--- config.mk ---
export PLATFORM = sky130hd
export DESIGN_NAME = keyguard_wdt
export DESIGN_NICKNAME = d
export VERILOG_FILES = /design/src/rtl/keyguard_pkg.sv /design/src/rtl/keyguard_unlock.sv /design/src/rtl/keyguard_counter.sv /design/src/rtl/keyguard_pulse.sv /design/src/rtl/keyguard_wdt.sv
export SDC_FILE = /design/constraint.sdc
export NUM_CORES = 1
export LEC_CHECK = 0
export BUFFER_PORTS_ARGS = -buffer_cell sky130_fd_sc_hd__buf_2
export CORE_ASPECT_RATIO = 0.9
export CORE_UTILIZATION = 54
export DETAILED_ROUTE_END_ITERATION = 6
export GPL_TIMING_DRIVEN = 0
export PLACE_DENSITY = 0.83
export SETUP_SLACK_MARGIN = 0.5
export SYNTH_ARGS = -nofsm -noshare
export SYNTH_HDL_FRONTEND = slang
export SYNTH_HIERARCHICAL = 1
export SYNTH_SLANG_ARGS = --single-unit
--- constraint.sdc ---
create_clock -name clk -period 3.86 [get_ports clk]
set_input_delay 1.158 -clock clk [delete_from_list [all_inputs] [get_ports clk]]
set_output_delay 1.158 -clock clk [all_outputs]
set_load 0.03 [all_outputs]
--- src/rtl/keyguard_pkg.sv ---
package keyguard_pkg;
  typedef enum logic [2:0] {
    RA_KEY1   = 3'd0,
    RA_KEY2   = 3'd1,
    RA_MATCH  = 3'd2,
    RA_ENABLE = 3'd3,
    RA_STATUS = 3'd4,
    RA_COUNT  = 3'd5,
    RA_RESTRT = 3'd6,
    RA_PLEN   = 3'd7
  } reg_addr_e;

  typedef enum logic [1:0] {
    LK_LOCKED = 2'd0,
    LK_HALF   = 2'd1,
    LK_OPEN   = 2'd2
  } lock_state_e;

  function automatic logic is_guarded(input logic [2:0] a);
    return (a == RA_MATCH) || (a == RA_ENABLE) || (a == RA_STATUS) ||
           (a == RA_RESTRT) || (a == RA_PLEN);
  endfunction
endpackage

--- src/rtl/keyguard_unlock.sv ---
module keyguard_unlock
  import keyguard_pkg::*;
#(
  parameter int DW = 32,
  parameter logic [15:0] KEY_FIRST  = 16'hBABA,
  parameter logic [15:0] KEY_SECOND = 16'hEB10
) (
  input  logic          clk,
  input  logic          rst,
  input  logic          we,
  input  logic [2:0]    addr,
  input  logic [DW-1:0] wdata,
  output logic          grant
);
  localparam logic [DW-1:0] K1 = {{(DW-16){1'b0}}, KEY_FIRST};
  localparam logic [DW-1:0] K2 = {{(DW-16){1'b0}}, KEY_SECOND};

  lock_state_e state, state_nx;

  always_comb begin
    state_nx = state;
    if (we) begin
      if (addr == RA_KEY1 && wdata == K1)
        state_nx = LK_HALF;
      else if (state == LK_HALF && addr == RA_KEY2 && wdata == K2)
        state_nx = LK_OPEN;
      else
        state_nx = LK_LOCKED;
    end
  end

  always_ff @(posedge clk) begin
    if (rst) state <= LK_LOCKED;
    else     state <= state_nx;
  end

  assign grant = we && (state == LK_OPEN) && is_guarded(addr);

  AST_OPEN_ONLY_FROM_HALF: assert property (@(posedge clk) disable iff (rst)
    (state == LK_OPEN && $past(state) != LK_OPEN) |-> $past(state) == LK_HALF);
  AST_UNLOCK_SINGLE_USE: assert property (@(posedge clk) disable iff (rst)
    (we && state == LK_OPEN) |=> state != LK_OPEN);
  AST_READ_KEEPS_LOCK: assert property (@(posedge clk) disable iff (rst)
    !we |=> $stable(state));
endmodule

--- src/rtl/keyguard_counter.sv ---
module keyguard_counter #(
  parameter int CW = 32
) (
  input  logic          clk,
  input  logic          rst,
  input  logic          tick,
  input  logic          cnt_en,
  input  logic [CW-1:0] limit,
  input  logic          restart,
  input  logic          flag_clr,
  output logic [CW-1:0] cnt,
  output logic          flag,
  output logic          fire
);
  logic [CW-1:0] cnt_inc;
  logic          at_limit;

  assign cnt_inc  = cnt + CW'(1);
  assign at_limit = (cnt == limit);
  assign fire     = tick && cnt_en && !restart && !at_limit && (cnt_inc == limit);

  always_ff @(posedge clk) begin
    if (rst) begin
      cnt <= '0;
    end else if (restart) begin
      cnt <= '0;
    end else if (tick && cnt_en && !at_limit) begin
      cnt <= cnt_inc;
    end
  end

  always_ff @(posedge clk) begin
    if (rst)           flag <= 1'b0;
    else if (fire)     flag <= 1'b1;
    else if (flag_clr) flag <= 1'b0;
  end

  AST_COUNT_STEP: assert property (@(posedge clk) disable iff (rst)
    !$stable(cnt) |-> (cnt == '0 || cnt == $past(cnt) + CW'(1)));
  AST_FLAG_AT_MATCH: assert property (@(posedge clk) disable iff (rst)
    $rose(flag) |-> cnt == limit);
  AST_FLAG_CLEAR_GRANTED: assert property (@(posedge clk) disable iff (rst)
    $fell(flag) |-> $past(flag_clr));
endmodule

--- src/rtl/keyguard_pulse.sv ---
module keyguard_pulse #(
  parameter int PW = 8
) (
  input  logic          clk,
  input  logic          rst,
  input  logic          fire,
  input  logic          rst_en,
  input  logic [PW-1:0] plen,
  output logic          rst_req
);
  logic [PW-1:0] remain;

  always_ff @(posedge clk) begin
    if (rst) begin
      rst_req <= 1'b0;
      remain  <= '0;
    end else if (fire && rst_en) begin
      rst_req <= 1'b1;
      remain  <= (plen == '0) ? '0 : plen - PW'(1);
    end else if (remain != '0) begin
      remain  <= remain - PW'(1);
    end else begin
      rst_req <= 1'b0;
    end
  end

  AST_PULSE_CAUSE: assert property (@(posedge clk) disable iff (rst)
    $rose(rst_req) |-> $past(fire && rst_en));
  AST_PULSE_NO_STRAY: assert property (@(posedge clk) disable iff (rst)
    (!rst_req && !(fire && rst_en)) |=> !rst_req);
endmodule

--- src/rtl/keyguard_wdt.sv ---
module keyguard_wdt
  import keyguard_pkg::*;
#(
  parameter int DW = 32,
  parameter int CW = 32,
  parameter int PW = 8,
  parameter int PLEN_RESET = 4,
  parameter logic [15:0] KEY_FIRST  = 16'hBABA,
  parameter logic [15:0] KEY_SECOND = 16'hEB10
) (
  input  logic          clk,
  input  logic          rst,
  input  logic          bus_we_i,
  input  logic          bus_re_i,
  input  logic [2:0]    bus_addr_i,
  input  logic [DW-1:0] bus_wdata_i,
  output logic [DW-1:0] bus_rdata_o,
  input  logic          tick_i,
  output logic          wdt_rst_o
);
  logic          grant;
  logic [CW-1:0] match_q;
  logic [1:0]    enable_q;
  logic [PW-1:0] plen_q;
  logic [CW-1:0] cnt;
  logic          flag;
  logic          fire;
  logic          restart;
  logic          flag_clr;

  keyguard_unlock #(.DW(DW), .KEY_FIRST(KEY_FIRST), .KEY_SECOND(KEY_SECOND)) u_unlock (
    .clk(clk), .rst(rst), .we(bus_we_i), .addr(bus_addr_i),
    .wdata(bus_wdata_i), .grant(grant)
  );

  assign restart  = grant && (bus_addr_i == RA_RESTRT);
  assign flag_clr = grant && (bus_addr_i == RA_STATUS) && !bus_wdata_i[0];

  always_ff @(posedge clk) begin
    if (rst) begin
      match_q  <= '1;
      enable_q <= 2'b00;
      plen_q   <= PW'(PLEN_RESET);
    end else if (grant) begin
      case (bus_addr_i)
        RA_MATCH:  match_q  <= bus_wdata_i[CW-1:0];
        RA_ENABLE: enable_q <= bus_wdata_i[1:0];
        RA_PLEN:   plen_q   <= bus_wdata_i[PW-1:0];
        default: ;
      endcase
    end
  end

  keyguard_counter #(.CW(CW)) u_counter (
    .clk(clk), .rst(rst), .tick(tick_i), .cnt_en(enable_q[0]),
    .limit(match_q), .restart(restart), .flag_clr(flag_clr),
    .cnt(cnt), .flag(flag), .fire(fire)
  );

  keyguard_pulse #(.PW(PW)) u_pulse (
    .clk(clk), .rst(rst), .fire(fire), .rst_en(enable_q[1]),
    .plen(plen_q), .rst_req(wdt_rst_o)
  );

  logic [DW-1:0] rd_mux;
  always_comb begin
    rd_mux = '0;
    case (bus_addr_i)
      RA_MATCH:  rd_mux[CW-1:0] = match_q;
      RA_ENABLE: rd_mux[1:0]    = enable_q;
      RA_STATUS: rd_mux[0]      = flag;
      RA_COUNT:  rd_mux[CW-1:0] = cnt;
      RA_PLEN:   rd_mux[PW-1:0] = plen_q;
      default: ;
    endcase
  end

  always_ff @(posedge clk) begin
    if (rst)           bus_rdata_o <= '0;
    else if (bus_re_i) bus_rdata_o <= rd_mux;
  end

  AST_LOCKED_MATCH_STABLE: assert property (@(posedge clk) disable iff (rst)
    !grant |=> $stable(match_q));
endmodule

### After elaboration in Yosys (flattened, before gate mapping)

Index checks and enable logic that the tools add are counted.

* output and inout port bits: 33
* register bits: 118

* $add $sub $neg: 3
* equal/unequal tests: 14
* multiplexer cells: 13
* reduce and logical (&&, ||, !) cells: 30

Operator list (number)
* $eq 32x16->1 const B: 2
* $eq 32x32->1: 2
* $pmux 24 s2: 1
* $add 32x1->32 const B: 1
* $mux 8: 3
* $pmux 6 s3: 1
* $sub 8x1->8 const B: 2
* $logic_and 1x1->1: 14
* $eq 3x3->1 const B: 4
* $logic_not 8->1: 1
* $reduce_bool 8->1: 1
* $eq 3x2->1 const B: 2
* $reduce_and 2->1: 3
* $pmux 1 s5: 1
* $logic_or 1x1->1: 4
* $mux 1: 4
* $mux 2: 2
* $pmux 1 s4: 1
* $reduce_bool 2->1: 2
* $eq 3x1->1 const B: 1
* $logic_not 1->1: 3
* $logic_not 3->1: 1
* $eq 2x1->1 const B: 1
* $eq 2x2->1 const B: 1
* other kinds (2): 2

### Longest topological paths before layout

* word-level depth: 13
* mapped depth: 16
* mapped depth without buffers: 15

### Hierarchy

Netlist, hierarchy kept.

Modules (own cells, without submodules)
* keyguard_wdt: sequential area each 1481.4 um^2, cells each 321, instances 1, area an instance 3131.8 um^2
* keyguard_counter: sequential area each 660.6 um^2, cells each 366, instances 1, area an instance 2847.7 um^2
* keyguard_pulse: sequential area each 180.2 um^2, cells each 78, instances 1, area an instance 658.1 um^2
* keyguard_unlock: sequential area each 40.0 um^2, cells each 27, instances 1, area an instance 220.2 um^2

### Worst setup path after synthesis

No wires, ideal clock.

* kind: input to register
* start: input port bus_addr_i[1]
* end: register u_pulse.remain[0]
* required time: 3782 ps
* slack: -140 ps
* stages: 15
* arrival time: 3922 ps
* library setup time: 78 ps
* cell sequence: buf_4 -> buf_2 -> nand2_1 -> nor3_1 -> a2111oi_0 -> o2111ai_1 -> or4_1 -> nor4_1 -> nand4_1 -> a211oi_2 -> and2_1 -> clkbuf_1 -> o41ai_4 -> o221a_1 -> nor3_1

* cells in the longest elaborated chain, start to end: 13
* elaborated cells on any way between the ends: 18
* those cells by class: 5 x eq/ne; 1 x mux; 12 x reduce/logical

RTL lines
* start: declaration: RTL line keyguard_wdt.sv:15 `input logic [2:0] bus_addr_i,`
* $eq 3x2->1: RTL line keyguard_pkg.sv:20 `return (a == RA_MATCH) || (a == RA_ENABLE) || (a == RA_STATUS) ||`
* $logic_or 1x1->1 (3 in series): RTL line keyguard_pkg.sv:20
* $logic_or 1x1->1: RTL line keyguard_pkg.sv:21 `(a == RA_RESTRT) || (a == RA_PLEN);`
* $logic_and 1x1->1: RTL line keyguard_unlock.sv:37 `assign grant = we && (state == LK_OPEN) && is_guarded(addr);`
* $logic_and 1x1->1 *: RTL line keyguard_wdt.sv:36 `assign restart = grant && (bus_addr_i == RA_RESTRT);`
* named net restart: RTL line keyguard_wdt.sv:28 `logic restart;`
* $logic_not 1->1 *: RTL line keyguard_counter.sv:20 `assign fire = tick && cnt_en && !restart && !at_limit && (cnt_inc == limit);`
* $logic_and 1x1->1 * (3 in series): RTL line keyguard_counter.sv:20
* named net fire: RTL line keyguard_wdt.sv:27 `logic fire;`
* $logic_and 1x1->1 *: RTL line keyguard_pulse.sv:17 `end else if (fire && rst_en) begin`
* $mux 8 or $reduce_bool 2->1 (tied branches)
* end signal: assignment: RTL line keyguard_pulse.sv:19 `remain <= (plen == '0) ? '0 : plen - PW'(1);`
* end signal: assignment: RTL line keyguard_pulse.sv:21 `remain <= remain - PW'(1);`
* end: declaration: RTL line keyguard_pulse.sv:11 `logic [PW-1:0] remain;`

Mark *: on every way through the listed nets, which the timed path passes. The rest lies on a longest branch.
A chain may end at the register's enable or synchronous reset.

### Final worst setup path

* start: input port bus_addr_i[1]
* end: register u_pulse.remain[1]

Same word-level chain as after synthesis.

==> results.py <==
metrics = {
    "finish": {
        "multi_input_area_mm2": 0.00425,
        "nets": 938,
        "final_util_pct": 67.6,
        "diodes": 0,
        "drive_gt1_share_pct": 22.2,
        "fillers": 944,
        "area_delta_synth_final_pct": 20.4,
        "ff_latch_area_mm2": 0.00236,
        "final_cell_mix": "dfxtp_1 (118), buf_2 (90), nor2_1 (71)",
        "final_common_cell": "dfxtp_1",
    },
    "place": {
        "hpwlAfterDp_um": 15400,
        "gp_congestion": 0.997,
        "io_buffers": 71,
    },
    "setup_path": {
        "startpoint": "bus_addr_i[1]",
        "reg2reg_from": "u_counter/cnt[0]$_SDFFE_PP0P_",
        "cp-end-kind": "flip-flop",
        "endpoint": "u_pulse/remain[1]$_SDFFE_PP0P_",
        "r2r_cells": 14,
        "cp_max_fo": 6,
        "arrival_ns": 4.13,
        "path_class": "input pin to flip-flop",
        "worst-r2r-setup-slack_ns": 0.14,
        "worstPathRequired_ns": 4.20,
        "critPathLaunchType": "input pin",
        "r2r-end": "u_pulse/remain[1]$_SDFFE_PP0P_",
    },
    "hold_path": {
        "min_path_cells": 1,
        "hp-class": "flip-flop to flip-flop",
    },
    "global_route": {
        "grt_pass1_vias": 6013,
        "grt_max_degree": 17,
        "grt_util_all_layers_pct": 33.4,
        "grt_pass1_wl_um": 33100,
        "grt_remaining_overflow": 0,
        "antenna_found_initial": 0,
    },
    "run": {
        "maxCapViolCount": 0,
    },
    "clocking": {
        "clk_latency_ns": 0.43,
        "cts_max_path_buffers": 2,
        "path_clk_slew_ns": 0.06,
        "cts_buffers": 17,
        "cts.htree.levels": 4,
        "clock_sinks": 118,
        "cts_tree": "yes",
        "cts_root_buf": "clkbuf_16",
    },
    "timing": {
        "fin_worst_skew_ns": 0.00801,
        "fin_hold_ws_ns": 0.474,
        "clock.fmax_mhz": 264,
        "setup_viol": 0,
        "worst-slew-pin-transition_ns": 0.743,
        "report.final.slew_viol_count": 0,
        "fin_crit_ns": 3.79,
        "layout_worst_path_cycle_share_pct": 98.2,
        "slew_headroom_pct": 50.5,
        "setup_tns_ns": 0,
        "final_hold_viol_count": 0,
        "grt_setup_unrepaired": "true",
    },
    "synth": {
        "synth_cells": 792,
        "ys_seq_area_share_pct": 34.4,
        "synth_top_area_share_pct": 34.4,
        "synthesis.nets": 837,
        "synth_top_cell_by_area": "dfxtp_1",
        "async_flop_share_pct": 0,
        "yosysWarnings": 6,
        "syn_area_mm2": 0.00686,
        "syn_area_per_cell_um2": 8.66,
        "ys_types": 82,
        "ys_ff_latch": 118,
        "synthFlopType": "dfxtp_1",
        "synth_edf_count": 0,
        "synthTopCellsByArea": "dfxtp_1 (34%), xor2_1 (5.0%), a211o_1 (4.1%)",
    },
    "power": {
        "finalPower_mw": 3.32,
        "pwr-share-seq_pct": 39.8,
        "power.switching_uw": 956,
        "p_comb_share_pct": 14.8,
        "p_int_mw": 2.36,
        "swShare_pct": 28.8,
        "cellLeakagePower_nw": 2.95,
        "ir_drop_mv": 0.270,
        "pwr-share-clk_pct": 45.4,
        "p_per_area_mw_per_mm2": 402,
    },
    "floorplanning": {
        "core_area_mm2": 0.0122,
        "die_area_mm2": 0.0132,
        "initial_core_util_pct": 56.1,
        "ios": 73,
        "dieWidth_um": 121,
        "fp-row-count": 38,
        "dieHeight_um": 109,
    },
    "routing": {
        "dr.pass1.iters": 6,
        "via_per_inst": 6.41,
        "ant_nets": 0,
        "drt-wirelength-per-cell_um": 20.2,
        "drt_iter0_drc": 770,
        "num_vias": 6835,
        "route.detailed.drc": 0,
        "wl_um": 21600,
    },
    "run_status": {
        "status": "finished, final reports clean",
    },
}
-- registers in the layout, indices dropped and copies added (netlist names), 2 cells and up --
signal and count:
plen_q 8, enable_q 2, match_q 32, u_pulse/remain 8, u_unlock/state 2, bus_rdata_o 32
u_counter/cnt 32
-- power groups by stage --
| stage | combinational (mW) | clock (mW) | sequential, mW |
|---|---|---|---|
| finish | 0.490 | 1.51 | 1.32 |
| global route | 0.524 | 1.56 | 1.33 |
| CTS | 0.445 | 1.50 | 1.32 |
| detailed placement | 0.417 | 0 | 1.35 |
| global placement | 0.412 | 0 | 1.34 |
| floorplan | 0.280 | 0 | 1.37 |
-- cells by family (layout without fill, tap and decap cells) --
group           after synthesis  after routing  share of synthesized area [%]
compound gates              185            185                           20.5
xor+xnor                     67             67                           8.78
fa+ha+maj                     5              5                          0.912
buf+inv                      76            190                           5.60
flops                       118            118                           34.4
mux                          14             14                           2.08
simple gates                327            327                           27.7
-- layer usage --
metal	global-route usage [%]	part of all wire (%)	up-vias
li1	-	-	3133
met1	46.8	43	3243
met2	48.6	43	407
met3	9.47	11	52
met4	11.9	2.4	0
met5	0	0	-
-- stage by stage --
| stage | cells | instance area [um^2] | setup slack (ns) |
|---|---|---|---|
| 4_1_cts | 1063 | 8170 | 0.0978 |
| 5_1_grt | 1066 | 8260 | -0.00726 |
| 3_3_place_gp | 1023 | 7460 | -0.655 |
| 2_1_floorplan | 792 | 6900 | 0.126 |
| 3_5_place_dp | 1023 | 7460 | -0.726 |
| 6_report | 1066 | 8260 | 0.0709 |
-- critical path: stages --
cell and delay [ns]:
buf_8 0.11, buf_8 0.12, buf_8 0.12, nand2_4 0.07
nor3_4 0.05, a2111oi_4 0.21, o2111ai_2 0.19, or4_4 0.46
nor4_4 0.22, nand4_1 0.19, a211oi_4 0.38, and2_1 0.19
clkbuf_8 0.13, o41ai_4 0.10, o221a_1 0.27, nor3_2 0.16
-- layout make-up --
cell class / count / share of cell area (%)
Buffer: 64 / 4.55
Clock buffer: 18 / 5.20
Clock inverter: 14 / 1.52
Inverter: 12 / 0.576
Multi-Input combinational cell: 598 / 51.4
Sequential cell: 118 / 28.6
Tap cell: 160 / 2.42
Timing Repair Buffer: 82 / 5.71
-- cell usage after synthesis, types with 5 or more instances --
cell type	instances
mux2i_1	12
nand3_1	23
a22o_1	6
nor4b_1	7
a211o_1	32
nand2_1	42
xor2_1	39
ha_1	5
xnor2_1	26
nor2_1	72
o2bb2ai_1	7
and4_1	7
or4_1	6
inv_1	11
nand3b_1	5
nor4_1	14
buf_2	25
a21oi_1	29
clkbuf_1	26
nor3_1	19
buf_4	8
nand4_1	22
o21ai_0	19
dfxtp_1	118
nor3b_1	5
nand2b_1	8
buf_6	5
a22oi_1	24
a211oi_1	26
or2_2	5
or3_1	15
nor2b_1	42
-- what timing repair did --
| action | 4_1_cts | 5_1_grt |
|---|---|---|
| hold buffers | 0 | 0 |
| cloned | 0 | 0 |
| gates resized for setup | 26 | 12 |
| buffers inserted | 8 | 3 |
| endpoints found under the setup margin | 10 | 10 |
| pin swaps | 16 | 8 |
-- how the worst min path moves through the flow --
stage / startpoint / endpoint / slack (ns)
after CTS: bus_rdata_o[2]$_SDFFE_PP0P_ / bus_rdata_o[2]$_SDFFE_PP0P_ / 0.48
after global placement: bus_rdata_o[7]$_SDFFE_PP0P_ / bus_rdata_o[7]$_SDFFE_PP0P_ / 0.46
after global routing: bus_rdata_o[7]$_SDFFE_PP0P_ / bus_rdata_o[7]$_SDFFE_PP0P_ / 0.50
after floorplan: plen_q[1]$_SDFFE_PP0P_ / plen_q[1]$_SDFFE_PP0P_ / 0.47
final: bus_rdata_o[4]$_SDFFE_PP0P_ / bus_rdata_o[4]$_SDFFE_PP0P_ / 0.47
after detailed placement: bus_rdata_o[2]$_SDFFE_PP0P_ / bus_rdata_o[2]$_SDFFE_PP0P_ / 0.46
Power figures use the tool's default switching activity.
